## config.mk

```make
export PLATFORM = sky130hd
export DESIGN_NAME = tc_match_cmp
export DESIGN_NICKNAME = d
export VERILOG_FILES = /design/src/rtl/tc_cmp_pkg.sv /design/src/rtl/bcd_tc_inc.sv /design/src/rtl/tc_window_cmp.sv /design/src/rtl/tc_match_cmp.sv
export SDC_FILE = /design/constraint.sdc
export NUM_CORES = 1
export LEC_CHECK = 0
export BUFFER_PORTS_ARGS = -buffer_cell sky130_fd_sc_hd__buf_2
export CORE_MARGIN = 5
export CORE_UTILIZATION = 30
export CTS_BUF_LIST = sky130_fd_sc_hd__clkbuf_8 sky130_fd_sc_hd__clkbuf_16
export DETAILED_ROUTE_END_ITERATION = 12
export PLACE_DENSITY_LB_ADDON = 0.25
export SLEW_MARGIN = 5
export SYNTH_ARGS = -nofsm -noshare
export SYNTH_HDL_FRONTEND = slang
export SYNTH_SLANG_ARGS = --single-unit
export TNS_END_PERCENT = 30
```

## constraint.sdc

```tcl
create_clock -name clk -period 8.5 [get_ports clk]
set_input_delay 1.275 -clock clk [delete_from_list [all_inputs] [get_ports clk]]
set_output_delay 1.275 -clock clk [all_outputs]
set_load 0.05 [all_outputs]
```

## src/rtl/tc_cmp_pkg.sv

```systemverilog
package tc_cmp_pkg;
  localparam int BYTE_W    = 8;
  localparam int TGT_BYTES = 4;

  // Field order gives magnitude order: hours most significant.
  typedef struct packed {
    logic [BYTE_W-1:0] hr;
    logic [BYTE_W-1:0] mn;
    logic [BYTE_W-1:0] sc;
    logic [BYTE_W-1:0] fr;
  } tc_t;

  localparam logic [BYTE_W-1:0] FR_KEEP = 8'h3F;
  localparam logic [BYTE_W-1:0] SC_KEEP = 8'h7F;
  localparam logic [BYTE_W-1:0] MN_KEEP = 8'h7F;
  localparam logic [BYTE_W-1:0] HR_KEEP = 8'h3F;

  function automatic tc_t tc_mask(tc_t t);
    tc_t m;
    m.hr = t.hr & HR_KEEP;
    m.mn = t.mn & MN_KEEP;
    m.sc = t.sc & SC_KEEP;
    m.fr = t.fr & FR_KEEP;
    return m;
  endfunction
endpackage

```

## src/rtl/bcd_tc_inc.sv

```systemverilog
module bcd_tc_inc
  import tc_cmp_pkg::*;
#(
  parameter logic [7:0] HOUR_LAST = 8'h23,
  parameter logic [3:0] DIGIT_MAX = 4'd9,
  parameter logic [3:0] TENS_MAX  = 4'd5
) (
  input  tc_t  tc_in,
  output tc_t  tc_out,
  output logic wrapped
);
  // Returns {carry, next} for a base-60 BCD pair.
  function automatic logic [8:0] inc_b60(logic [7:0] b);
    logic [8:0] r;
    if (b[3:0] != DIGIT_MAX)       r = {1'b0, b[7:4], b[3:0] + 4'd1};
    else if (b[7:4] < TENS_MAX)    r = {1'b0, b[7:4] + 4'd1, 4'd0};
    else                           r = 9'h100;
    return r;
  endfunction

  logic [8:0] sec_n, min_n;
  logic [7:0] hr_n;
  logic       hr_wrap;

  always_comb begin
    sec_n = inc_b60(tc_in.sc);
    min_n = inc_b60(tc_in.mn);
    hr_wrap = (tc_in.hr == HOUR_LAST);
    if (hr_wrap)                       hr_n = 8'h00;
    else if (tc_in.hr[3:0] == DIGIT_MAX) hr_n = {tc_in.hr[7:4] + 4'd1, 4'd0};
    else                               hr_n = {tc_in.hr[7:4], tc_in.hr[3:0] + 4'd1};
  end

  always_comb begin
    tc_out    = tc_in;
    wrapped   = 1'b0;
    tc_out.sc = sec_n[7:0];
    if (sec_n[8]) begin
      tc_out.mn = min_n[7:0];
      if (min_n[8]) begin
        tc_out.hr = hr_n;
        wrapped   = hr_wrap;
      end
    end
  end
endmodule

```

## src/rtl/tc_window_cmp.sv

```systemverilog
module tc_window_cmp
  import tc_cmp_pkg::*;
#(
  parameter logic [7:0] HOUR_LAST = 8'h23
) (
  input  tc_t  cur,
  input  tc_t  tgt,
  output logic exact_eq,
  output logic win_hit
);
  tc_t  cur_m, tgt_m, tgt_nx;
  logic nx_wrap, ge_lo, lt_hi;

  assign cur_m = tc_mask(cur);
  assign tgt_m = tc_mask(tgt);

  bcd_tc_inc #(.HOUR_LAST(HOUR_LAST)) u_inc (
    .tc_in  (tgt_m),
    .tc_out (tgt_nx),
    .wrapped(nx_wrap)
  );

  always_comb begin
    ge_lo    = (cur_m >= tgt_m);
    lt_hi    = (cur_m <  tgt_nx);
    exact_eq = (cur_m == tgt_m);
    // Across midnight the window is split in two pieces.
    win_hit  = nx_wrap ? (ge_lo || lt_hi) : (ge_lo && lt_hi);
  end
endmodule

```

## src/rtl/tc_match_cmp.sv

```systemverilog
module tc_match_cmp
  import tc_cmp_pkg::*;
#(
  parameter int         ADDR_W      = 3,
  parameter int         CTL_ADDR    = 4,
  parameter int         ARM_BIT     = 4,
  parameter int         RULE_BIT    = 0,
  parameter int         ACT_BIT     = 7,
  parameter bit         RULE_RESET  = 1'b1,
  parameter logic [7:0] HOUR_LAST   = 8'h23
) (
  input  logic              clk,
  input  logic              rst,
  input  logic              frame_stb,
  input  logic [7:0]        cur_frames,
  input  logic [7:0]        cur_seconds,
  input  logic [7:0]        cur_minutes,
  input  logic [7:0]        cur_hours,
  input  logic              wr_en,
  input  logic [ADDR_W-1:0] wr_addr,
  input  logic [7:0]        wr_data,
  input  logic              irq_en,
  output logic [7:0]        cmp_status,
  output logic              irq_evt,
  output logic              irq
);
  localparam logic [ADDR_W-1:0] CTL_SEL = ADDR_W'(CTL_ADDR);

  logic [BYTE_W-1:0] tgt_b [TGT_BYTES];

  for (genvar gi = 0; gi < TGT_BYTES; gi++) begin : g_tgt
    always_ff @(posedge clk) begin
      if (rst)                                       tgt_b[gi] <= '0;
      else if (wr_en && wr_addr == ADDR_W'(gi))      tgt_b[gi] <= wr_data;
    end
  end

  tc_t  tgt_tc, cur_tc;
  logic exact_eq, win_hit;

  assign tgt_tc = '{hr: tgt_b[3], mn: tgt_b[2], sc: tgt_b[1], fr: tgt_b[0]};
  assign cur_tc = '{hr: cur_hours, mn: cur_minutes, sc: cur_seconds, fr: cur_frames};

  tc_window_cmp #(.HOUR_LAST(HOUR_LAST)) u_cmp (
    .cur     (cur_tc),
    .tgt     (tgt_tc),
    .exact_eq(exact_eq),
    .win_hit (win_hit)
  );

  logic ctl_tog, ctl_rule, stat_tog, armed, active;
  logic ctl_wr, tog_wr, hit;

  assign ctl_wr = wr_en && (wr_addr == CTL_SEL);
  assign tog_wr = ctl_wr && (wr_data[ARM_BIT] != ctl_tog);
  assign hit    = frame_stb && armed && (ctl_rule ? win_hit : exact_eq);

  always_ff @(posedge clk) begin
    if (rst) begin
      ctl_tog  <= 1'b0;
      ctl_rule <= RULE_RESET;
      stat_tog <= 1'b0;
      armed    <= 1'b0;
      active   <= 1'b0;
      irq_evt  <= 1'b0;
      irq      <= 1'b0;
    end else begin
      if (ctl_wr) begin
        ctl_tog  <= wr_data[ARM_BIT];
        ctl_rule <= wr_data[RULE_BIT];
      end
      if (hit) stat_tog <= ctl_tog;
      if (tog_wr)                   armed <= 1'b1;
      else if (hit)                 armed <= 1'b0;
      if (tog_wr || hit)            active <= 1'b0;
      else if (frame_stb && armed)  active <= 1'b1;
      irq_evt <= hit;
      irq     <= hit && irq_en;
    end
  end

  always_comb begin
    cmp_status          = '0;
    cmp_status[ACT_BIT] = active;
    cmp_status[ARM_BIT] = stat_tog;
  end

  // the status toggle only moves together with an event
  a_r6_status_moves_with_event: assert property (@(posedge clk) disable iff (rst)
    !$stable(stat_tog) |-> irq_evt);
  // an event always follows a strobed frame
  a_r3_event_needs_frame: assert property (@(posedge clk) disable iff (rst)
    irq_evt |-> $past(frame_stb));
  // an event leaves the comparator disarmed unless re-armed meanwhile
  a_r6_event_disarms: assert property (@(posedge clk) disable iff (rst)
    (irq_evt && !$past(tog_wr)) |-> !armed);
  // the masked interrupt never fires without the raw event
  a_r9_irq_gated: assert property (@(posedge clk) disable iff (rst)
    irq |-> irq_evt);
  // active is only shown while armed
  a_r8_active_needs_arm: assert property (@(posedge clk) disable iff (rst)
    active |-> armed);
  // an exact match always lies inside the window
  a_r5_exact_in_window: assert property (@(posedge clk) disable iff (rst)
    exact_eq |-> win_hit);
endmodule

```

==> flow_metrics.tcl <==
set metrics [dict create \
    fp.dieH_um 110 \
    fin_crit_sh 0.456 \
    vias 2463 \
    arrival_ns 4.08 \
    grt_pass1_vias 2324 \
    hold_viol_final 0 \
    yosys.area_share.simple 0.211 \
    initial_utilization 0.308 \
    fmax_ghz 0.258 \
    power.clock.fraction 0.297 \
    crit_start "tgt_b[1][1]$_SDFFCE_PN0P_" \
    critPathLaunchType "flop" \
    clock_latency_ns 0.28 \
    port_buffers 44 \
    root_buffer "clkbuf_8" \
    synth-adder-area-share 0.227 \
    hold_path.startpoint "stat_tog$_SDFFE_PP0P_" \
    synth_top_family_by_area "adder cells" \
    cts_tree "built" \
    dp_cells 498 \
    grt_util_met3 0.0175 \
    routedWlPerCell_um 13.3 \
    drtAntennaViolNets 0 \
    place_congestion 0.808 \
    drive_above_1_share 0.164 \
    finClkSkew_ns 0.00614 \
    hold_class "reg2reg" \
    place_hpwl_mm 5.71 \
    syn_area_sq_um 3020 \
    reg2reg_from "tgt_b[1][1]$_SDFFCE_PN0P_" \
    dp_slack_ns 4.64 \
    slowest_stage "and4bb_1" \
    cts_resized 0 \
    worstPathRequired_ns 8.71 \
    ir_drop_uv 95.5 \
    power_leakage_uw 0.00152 \
    fin_crit_ns 3.87 \
    num_antenna_cells 0 \
    finalSetupViolations 0 \
    wl_mm 6.73 \
    num_io_pins 58 \
    drt_iter0_markers 64 \
    cpLargestDelayFamily "compound AO/OA/AOI/OAI gates" \
    grt_use_total 0.114 \
    use_met2 0.186 \
    h-tree-depth 2 \
    synth_compound_area_frac 0.173 \
    syn_avg_cell_area_sq_um 9.16 \
    coreArea_sq_um 9820 \
    p_sw_frac 0.293 \
    antenna_found_initial 0 \
    yosys_register_bits 33 \
    crit_type "reg2reg" \
    internal_power_uw 301 \
    num_rows 36 \
    grt.busiest_layer "met2" \
    ys_types 49 \
    worst_pin_slew_ns 0.545 \
    dieArea_sq_um 12200 \
    grt_max_degree 15 \
    cts_hold_buf 0 \
    rsz0062_at_grt "false" \
    layout_setup_ws_ns 4.63 \
    synth_top_cell_by_area "edfxtp_1" \
    clkSinkCount 33 \
    crit_path_frequent_cell "o21bai_1" \
    p_seq_frac 0.453 \
    grt_overflow_total 0 \
    ys_seq_area_frac 0.305 \
    worstPathMaxFanout 11 \
    power.switching_uw 125 \
    path_buf_inv 0 \
    cts_setup_buffers 0 \
    layout.nets 474 \
    synthXorXnorAreaFrac 0.00580 \
    firstDrtPassIters 5 \
    critPathMaxStageDelay_ns 0.54 \
    power_frac_comb 0.250 \
    cp-end-kind "flop" \
    outcome "completed" \
    grt_pass1_wl_mm 10.8 \
    met1_usage 0.156 \
    area_growth_pct 13.3 \
    vias_per_cell 4.87 \
    die_w_um 110 \
    synth.area.top_cells "edfxtp_1 (26%), ha_1 (22%), and2_1 (5.4%), a21oi_1 (5.3%), dfxtp_1 (4.6%)" \
    power_density_nw_per_um2 124 \
    syn-instance-count 330 \
    final_cells 506 \
    max-cap-violations 0 \
    path_cells "and4bb_1 -> nand4_4 -> nor3_1 -> a21oi_1 -> ha_1 -> a211oi_1 -> o21bai_1 -> a21o_1 -> a221oi_1 -> o21bai_1 -> maj3_2 -> a211oi_4 -> mux2i_1" \
    yosys_warnings 0 \
    max-slew-margin-rel 0.634 \
    path_clk_slew_ns 0.06 \
    yosys.area.top_type_share 0.258 \
    synth.mux.area_fraction 0.00663 \
    remaining_drc_errors 0 \
    cts_buffers 5 \
    clk_path_buf_depth 2 \
    fin_setup_tns_ns 0 \
    final_max_slew_viol_count 0 \
]
[power by group through the flow]
stage / clock, uW / sequential, uW / combinational [uW]
6_report: 126 / 193 / 106
5_1_grt: 138 / 194 / 124
4_1_cts: 131 / 193 / 108
3_5_place_dp: 0 / 196 / 107
3_3_place_gp: 0 / 196 / 105
2_1_floorplan: 0 / 193 / 78.0
[placed cells by master (no fill, tap or decap), types with 4 or more instances in the layout]
cell      count
nand2b_1      6
a21o_1        4
nand4_1       6
nor3_1       12
buf_2        44
a211oi_1      5
o21bai_1      4
nor2_1       15
a21oi_1      32
nor2b_1       6
ha_1         54
o21ai_0      12
inv_1        29
clkbuf_8      7
edfxtp_1     26
nand2_1      16
dfxtp_1       7
a211o_1       4
nand3_1      12
conb_1        6
and2_1       26
[cells in the mapped netlist (all sizes together)]
| cell type | number |
|---|---|
| nand2 | 16 |
| nand3b | 1 |
| xor2 | 1 |
| edfxtp | 26 |
| and3b | 2 |
| and4bb | 1 |
| a211oi | 6 |
| dfxtp | 7 |
| a211o | 4 |
| o21ai | 12 |
| a22oi | 2 |
| nor3 | 13 |
| buf | 12 |
| maj3 | 1 |
| nor2 | 15 |
| a21oi | 32 |
| and3 | 3 |
| inv | 29 |
| or3 | 1 |
| o211ai | 3 |
| and2 | 26 |
| ha | 54 |
| nor2b | 6 |
| a221oi | 2 |
| mux2i | 2 |
| conb | 1 |
| a31o | 3 |
| o31ai | 1 |
| nand3 | 12 |
| o31a | 2 |
| nand4 | 7 |
| nand2b | 6 |
| clkbuf | 2 |
| o21bai | 4 |
| a2111oi | 1 |
| o21a | 3 |
| nor4 | 1 |
| o22ai | 1 |
| a31oi | 1 |
| xnor2 | 1 |
| a21o | 4 |
| nor3b | 3 |
[state kept, by name, indices dropped and copies added (netlist names)]
name	flops
active	1
armed	1
ctl_rule	1
ctl_tog	1
irq	1
irq_evt	1
stat_tog	1
tgt_b	26
[layout make-up]
class,count,area [sq um]
fill,1057,6390
multi-input combinational,259,1910
sequential,33,921
timing repair buffer,44,220
tap,133,166
inverter,29,109
clock buffer,7,96.3
clock inverter,1,5.00
[per-layer routing]
metal  wire, um  share of wire
met5          0              0
met4         91          0.014
met3        314          0.047
met2       3100           0.46
met1       3230           0.48
[worst paths after layout]
path,end,slack (ns),cells after the start
worst min-delay path,stat_tog$_SDFFE_PP0P_,0.47,2
worst min register to register,stat_tog$_SDFFE_PP0P_,0.47,2
worst max register to register,stat_tog$_SDFFE_PP0P_,4.63,13
worst max-delay path,stat_tog$_SDFFE_PP0P_,4.63,13
[cell families after synthesis]
logic type | count (synthesis)
fa+ha+maj | 55
other cells | 1
buf+inv | 43
simple gates | 113
xor+xnor | 2
flops | 33
compound gates | 81
mux | 2
[tightest hold or removal path, cell delays in order, from the launching register on]
cell,delay [ns]
dfxtp_1,0.31
nand2b_1,0.06
mux2i_1,0.05
[through the flow]
step / area, sq um / hold slack, ns / total power, uW / utilization
final: 3420 / 0.474 / 426 / 0.349
after global routing: 3420 / 0.498 / 456 / 0.349
after CTS: 3420 / 0.476 / 431 / 0.349
after detailed placement: 3320 / 0.468 / 303 / 0.338
after global placement: 3320 / 0.461 / 301 / 0.338
after floorplan: 3040 / 0.448 / 271 / -
Power figures use the tool's default switching activity.
